--- config.mk ---
export PLATFORM = sky130hd
export DESIGN_NAME = srt4_fp_divider
export DESIGN_NICKNAME = d
export VERILOG_FILES = /design/src/rtl/srt4_fp_divider.sv
export SDC_FILE = /design/constraint.sdc
export NUM_CORES = 2
export LEC_CHECK = 0
export BUFFER_PORTS_ARGS = -buffer_cell sky130_fd_sc_hd__buf_2
export CAP_MARGIN = 20
export CORE_MARGIN = 2
export CORE_UTILIZATION = 25
export DETAILED_ROUTE_END_ITERATION = 7
export SYNTH_ARGS = -nofsm -noshare
export SYNTH_HDL_FRONTEND = slang
export SYNTH_SLANG_ARGS = --single-unit
--- constraint.sdc ---
create_clock -name clk -period 13 [get_ports clk]
set_input_delay 1.95 -clock clk [delete_from_list [all_inputs] [get_ports clk]]
set_output_delay 1.95 -clock clk [all_outputs]
set_load 0.02 [all_outputs]
--- src/rtl/srt4_fp_divider.sv ---
module srt4_fp_divider (
  input  logic        clk,
  input  logic        rst_n,
  input  logic        start,
  input  logic [63:0] dividend,
  input  logic [63:0] divisor,
  output logic        busy,
  output logic        done,
  output logic [63:0] quotient,
  output logic        div_zero
);
  localparam int ITER = 28;
  localparam int QW   = 2 * ITER;
  localparam int RW   = QW + 2;
  localparam int CW   = $clog2(ITER + 1);

  logic signed [RW-1:0] rem, dvs, t, h, h3, nxt;
  logic [QW-1:0] qpos, qneg, qraw, qfix;
  logic [CW-1:0] cnt;
  logic [1:0]    pd, nd, kind;
  logic [2:0]    rng;
  logic          sgn, lead;
  logic [12:0]   exq, eres;
  logic [51:0]   frac;

  assign t  = rem <<< 2;
  assign h  = dvs >>> 1;
  assign h3 = dvs + h;
  assign rng = 3'(t >= -h3) + 3'(t >= -h) + 3'(t >= h) + 3'(t >= h3);

  always_comb begin
    pd = 2'd0; nd = 2'd0; nxt = t;
    case (rng)
      3'd0:    begin nd = 2'd2; nxt = t + (dvs <<< 1); end
      3'd1:    begin nd = 2'd1; nxt = t + dvs;         end
      3'd2:    begin                                    end
      3'd3:    begin pd = 2'd1; nxt = t - dvs;         end
      default: begin pd = 2'd2; nxt = t - (dvs <<< 1); end
    endcase
  end

  assign qraw = qpos - qneg;
  assign qfix = qraw - QW'(rem[RW-1]);
  assign lead = qfix[QW-2];
  assign frac = lead ? qfix[QW-3:QW-54] : qfix[QW-4:QW-55];
  assign eres = exq - 13'(!lead);

  always_ff @(posedge clk or negedge rst_n) begin
    if (!rst_n) begin
      busy <= 1'b0; done <= 1'b0; quotient <= '0; div_zero <= 1'b0;
      rem <= '0; dvs <= '0; qpos <= '0; qneg <= '0; cnt <= '0;
      sgn <= 1'b0; exq <= '0; kind <= '0;
    end else begin
      done <= 1'b0;
      if (start && !busy) begin
        busy <= 1'b1;
        cnt  <= '0;
        qpos <= '0;
        qneg <= '0;
        rem  <= RW'({1'b1, dividend[51:0]});
        dvs  <= RW'({1'b1, divisor[51:0], 2'b00});
        sgn  <= dividend[63] ^ divisor[63];
        exq  <= 13'(dividend[62:52]) - 13'(divisor[62:52]) + 13'd1023;
        kind <= (divisor[62:52] == 11'd0) ? 2'd2 :
                (dividend[62:52] == 11'd0) ? 2'd1 : 2'd0;
      end else if (busy) begin
        if (cnt == CW'(ITER)) begin
          busy     <= 1'b0;
          done     <= 1'b1;
          div_zero <= (kind == 2'd2);
          case (kind)
            2'd2:    quotient <= {sgn, 11'h7ff, 52'd0};
            2'd1:    quotient <= {sgn, 63'd0};
            default: quotient <= {sgn, eres[10:0], frac};
          endcase
        end else begin
          rem  <= nxt;
          qpos <= {qpos[QW-3:0], pd};
          qneg <= {qneg[QW-3:0], nd};
          cnt  <= cnt + 1'b1;
        end
      end
    end
  end

  AST_START_TAKEN: assert property (@(posedge clk) disable iff (!rst_n)
    start && !busy |=> busy && !done);
  AST_DONE_PULSE: assert property (@(posedge clk) disable iff (!rst_n)
    done |=> !done);
  AST_DONE_IDLE: assert property (@(posedge clk) disable iff (!rst_n)
    done |-> !busy && $past(busy));
  AST_REM_BOUND: assert property (@(posedge clk) disable iff (!rst_n)
    busy |-> (rem >= -h) && (rem < h));
  AST_DIGIT_EXCL: assert property (@(posedge clk) disable iff (!rst_n)
    !((qpos[1:0] != 2'd0) && (qneg[1:0] != 2'd0)));
  AST_DZ_INF: assert property (@(posedge clk) disable iff (!rst_n)
    done && div_zero |-> quotient[62:0] == {11'h7ff, 52'd0});
  AST_NORM_EXP: assert property (@(posedge clk) disable iff (!rst_n)
    done && !div_zero && quotient[62:52] != 11'd0 |-> quotient[62:52] != 11'h7ff);
  AST_HOLD: assert property (@(posedge clk) disable iff (!rst_n)
    !done |-> $stable(quotient) && $stable(div_zero));
endmodule

==> Yosys cells after proc, flatten, opt, wreduce, memory -nomap -nowiden <==
Index checks and enable logic that the tools add are counted.
{ "op_classes": {"n_addsub": 16, "n_lt_le_gt_ge": 4, "n_eq_ne": 7, "mux": 25, "bitwise_logic": 2, "reduce_logical": 10} }
{ "op_table": {"columns": ["cell", "count"], "rows": [
  ["$mux W55", 6],
  ["$pmux W58 S4", 1],
  ["$mux W58", 3],
  ["$pmux W63 S2", 1],
  ["$ge A58 B58 Y1", 2],
  ["$add A58 B56 Y58", 1],
  ["$add A58 B57 Y58", 1],
  ["$ge A58 B55 Y1", 1],
  ["$ge A58 B57 Y1", 1],
  ["$neg A54 Y58", 1],
  ["$neg A56 Y58", 1],
  ["$sub A58 B56 Y58", 1],
  ["$sub A58 B57 Y58", 1],
  ["$add A55 B54 Y56", 1],
  ["$sub A55 B1 Y55", 1],
  ["$sub A55 B55 Y55", 1],
  ["$mux W52", 1],
  ["$logic_not A11 Y1", 2],
  ["$mux W5", 3],
  ["$add A11 B11 Y11 const B", 1],
  ["$sub A11 B1 Y11", 1],
  ["$sub A11 B11 Y11", 1],
  ["$pmux W2 S2", 2],
  ["$mux W1", 7],
  ["20 further kinds", 22]
]} }
{ "totals": {"regBits": 307, "inputBits": 131, "out_inout_bits": 67, "wordCells": 76} }

==> Logic depth before layout (Yosys ltp) <==
{ "logic_depth": {"word_depth": 12, "ltp_mapped": 52, "ltp_nobuf": 49} }

==> Worst setup path after synthesis <==
Ideal clock, no wire load.
{ "synth_path": {"path_type": "reg-to-reg", "from": "register dvs[4]", "to": "register rem[57]", "arrival_time_ps": 10498, "t_required_ps": 12917, "setup_slack_ps": 2420, "stages_incl_launch_ff": 46, "path_buffers": 1, "synth_period_minus_slack_ps": 10580, "path_cell_list": "dfrtp_1 > inv_1 > ha_1 > nor2b_4 > o31a_1 > o31a_1 > or4_4 > a32oi_2 > o2111ai_2 > or3_2 > nor3_1 > nand2_1 > nor2_1 > xnor2_1 > ha_1 > a21o_1 > a21o_1 > a21o_1 > (+10 left out) > ha_1 > nor3_1 > clkbuf_1 > nor2_1 > xnor2_1 > ha_1 > a211oi_1 > o21a_1 > o21a_1 > o221ai_1 > a2111oi_0 > or3b_2 > o21a_1 > o31ai_1 > a221oi_1 > xnor2_1 > a221o_1 > o21ai_0"} }
{ "synth_via": {"elab_chain_cells": 11, "word_cells_on_any_way": 22, "classes_between": "add/sub: 10; order compare: 4; eq/ne: 3; mux: 4; reduce/logical: 1"} }
{ "synth_lines": {"columns": ["item", "line_no", "rtl"], "rows": [
  ["from (decl)", "17", "logic signed [RW-1:0] rem, dvs, t, h, h3, nxt;"],
  ["from (signal assigned)", "61", "dvs <= RW'({1'b1, divisor[51:0], 2'b00});"],
  ["$add A55 B54 Y56", "28", "assign h3 = dvs + h;"],
  ["$neg A56 Y58", "29", "assign rng = 3'(t >= -h3) + 3'(t >= -h) + 3'(t >= h) + 3'(t >= h3);"],
  ["$ge A58 B58 Y1", "29", null],
  ["$add A1 B1 Y2", "29", null],
  ["$add A2 B1 Y3", "29", null],
  ["$add A3 B1 Y3", "29", null],
  ["$eq A3 B2 Y1 (tied with other cells)", "33", "case (rng)"],
  ["$pmux W58 S4 *", "33", null],
  ["$mux W58 *", "67", "if (cnt == CW'(ITER)) begin"],
  ["$mux W58 *", "66", "end else if (busy) begin"],
  ["$mux W58 *", "55", "if (start && !busy) begin"],
  ["to (signal assigned)", "60", "rem <= RW'({1'b1, dividend[51:0]});"],
  ["to (signal assigned)", "77", "rem <= nxt;"],
  ["to (decl)", "17", null]
]} }
Every way passes the cells marked *; elsewhere a longest branch is shown, timed or not. The select of a mux whose other input is x is not followed.
A chain may end at the register's enable or synchronous reset.

==> Worst setup path in the final report <==
{ "layout_path": {"from": "register dvs[8]", "to": "register rem[57]"} }
Same word-level chain as after synthesis.

==> flow_summary.yaml <==
placed_design:
  place_congestion: 0.931
  placed_cell_area_mm2: 0.0394
  io_buffers: 197
  place.detailed.hpwl_um: 104000
die:
  die_area_mm2: 0.149
  io_pins: 198
  die_x_um: 386
  die-height_um: 386
  rows: 140
  coreArea_mm2: 0.145
  initial_core_util: 0.251
cts:
  cts_tree: "built"
  h-tree-depth: 2
  clk_pin_slew_ns: 0.06
  root_buffer: "clkbuf_16"
  clk_latency_ns: 0.62
  cts_buffers: 40
  cts_hold_buf: 0
  clk_path_buf_depth: 3
  cts.sinks: 306
detailed_routing:
  ant_nets: 0
  vias: 34700
  drtPass1Iterations: 7
  viasPerCell: 5.17
  wl_per_cell_um: 19.0
  drt_wl_total_um: 128000
  drt_iter0_markers: 2404
  drc_errors: 0
critical_path:
  path_max_fanout: 11
  worstPathArrival_ns: 12.84
  crit_required_ns: 13.55
  crit_slowest_cell: "o221ai_1"
  setup.worst_path.start_class: "register"
  crit_type: "register to register"
  critPathCaptureType: "register"
  critPathMaxStageDelay_ns: 0.57
synth:
  yosysWarnings: 0
  ys_ff_latch: 306
  syn_inst: 4688
  avgSynthCellArea_um2: 7.78
  synth_nets: 5387
  ys_seq_area_frac: 0.210
  synth_enable_flop_cells: 0
  synth_top_cells_by_area: "dfrtp_1 (21%), ha_1 (19%), xnor2_1 (7.5%), nand2_1 (5.6%), o21ai_0 (5.6%)"
  yosysUniqueCellTypes: 113
  async_flop_share: 1.00
  ys.flop_type: "dfrtp_1"
  synth_top_cell_by_area: "dfrtp_1"
  netlist_area_mm2: 0.0365
  yosys.area.top_type_share: 0.210
final_layout:
  multi_input_area_mm2: 0.0267
  fill_cells: 15700
  layout.nets: 5462
  ff_latch_area_mm2: 0.00766
  final_cell_mix: "ha_1 (561), nand2_1 (542), o21ai_0 (408)"
  syn2layout_area_growth_pct: 12.0
  final_area_mm2: 0.0408
  n_antenna_cell: 0
  drive_gt1_frac: 0.0839
  final_common_cell: "ha_1"
min_path:
  hp-class: "register to register"
sta:
  worst-slew-pin-transition_ns: 1.02
  timing.fmax_mhz: 81.4
  setup_viol: 0
  tns_ns: 0
  hold_violations: 0
  slew_headroom: 0.305
  rsz0062_at_grt: "no"
  worst_clock_skew_ns: 0.0466
  period_share: 0.945
  fin_crit_ns: 12.29
  finalMaxSlewViolations: 0
run:
  maxCapViolCount: 0
global_routing:
  grt_pass1_vias: 33400
  overflow: 0
  grt_max_degree: 93
  grt_pass1_wl_um: 195000
  grtUsageTotal: 0.166
  grt_antenna_before_repair: 16
outcome:
  status: "finished clean"
stage by stage:
stage / setup WS (ns) / instances / hold WS [ns] / util
6_report: 0.710 / 6710 / 0.473 / 0.281
5_1_grt: 0.0411 / 6710 / 0.492 / 0.281
4_1_cts: 0.461 / 6710 / 0.477 / 0.281
3_5_place_dp: 0.499 / 6638 / 0.463 / 0.271
3_3_place_gp: 0.570 / 6637 / 0.457 / 0.271
2_1_floorplan: 2.42 / 4688 / 0.439 / -
final cells by class:
| type | instances | area share |
|---|---|---|
| repair buffers | 243 | 0.0329 |
| multi-input cells | 3832 | 0.655 |
| clock inverters | 17 | 0.00784 |
| inverters | 340 | 0.0312 |
| flip-flops and latches | 306 | 0.187 |
| well taps | 1917 | 0.0587 |
| clock buffers | 55 | 0.0271 |
metal layers:
layer / part of all wire / track usage / routed length, µm
met2: 0.44 / 0.266 / 56400
met5: 0.0013 / 0 / 163
met3: 0.052 / 0.0224 / 6670
met4: 0.028 / 0.0439 / 3540
met1: 0.48 / 0.232 / 60800
cell families after synthesis:
group	Yosys count	share of synthesized area
muxes	4	0.00113
and+or+nand+nor	1470	0.195
DFF	306	0.210
buffers and inverters	550	0.0593
adders and majority gates	568	0.196
xor gates and xnor gates	409	0.0985
AOI/OAI and AO/OA	1381	0.240
state kept, by name, summed over array words and instances (netlist names), 2 cells and up:
| register | count |
|---|---|
| kind | 2 |
| qneg | 55 |
| rem | 57 |
| dvs | 53 |
| cnt | 5 |
| qpos | 55 |
| exq | 11 |
| quotient | 64 |
cell usage after synthesis, types with 31 or more instances:
master and count:
a21o_1 152, a21oi_1 375, a221o_1 35, a31oi_1 31, and3_1 44, clkbuf_1 186
dfrtp_1 306, ha_1 561, inv_1 338, nand2_1 545, nand2b_1 38, nand3_1 200
nand4_1 100, nor2_1 265, nor2b_1 42, nor3_1 73, o21a_1 41, o21ai_0 408
o21bai_1 47, xnor2_1 311, xor2_1 97
critical path: cells and delay by family, from the launching register on:
family	cells	cell delay [ns]
and+or+nand+nor	13	3.58
buffers and inverters	1	0.25
adders and majority gates	6	2.28
xor gates and xnor gates	4	0.64
DFF	1	0.37
AOI/OAI and AO/OA	21	5.08
final timing paths:
check / slack [ns] / start / depth (start not counted) / to
hold / removal: 0.47 / quotient[63]$_DFFE_PN0P_ / 2 / quotient[63]$_DFFE_PN0P_
setup reg to reg: 0.71 / dvs[8]$_DFFE_PN0P_ / 45 / rem[57]$_DFFE_PN0P_
setup / recovery: 0.71 / dvs[8]$_DFFE_PN0P_ / 45 / rem[57]$_DFFE_PN0P_
max in group asynchronous: 9.67 / rst_n / 3 / rem[37]$_DFFE_PN0P_
hold reg to reg: 0.47 / quotient[63]$_DFFE_PN0P_ / 2 / quotient[63]$_DFFE_PN0P_
min in group asynchronous: 1.32 / rst_n / 1 / quotient[5]$_DFFE_PN0P_
repair_timing:
item	in CTS	in global routing
setup endpoints to repair	0	10
setup buffers	0	0
resized for setup	0	8
Power is not shown: default switching activity piles up to over one toggle a cycle in this logic, so the estimate is an artifact.
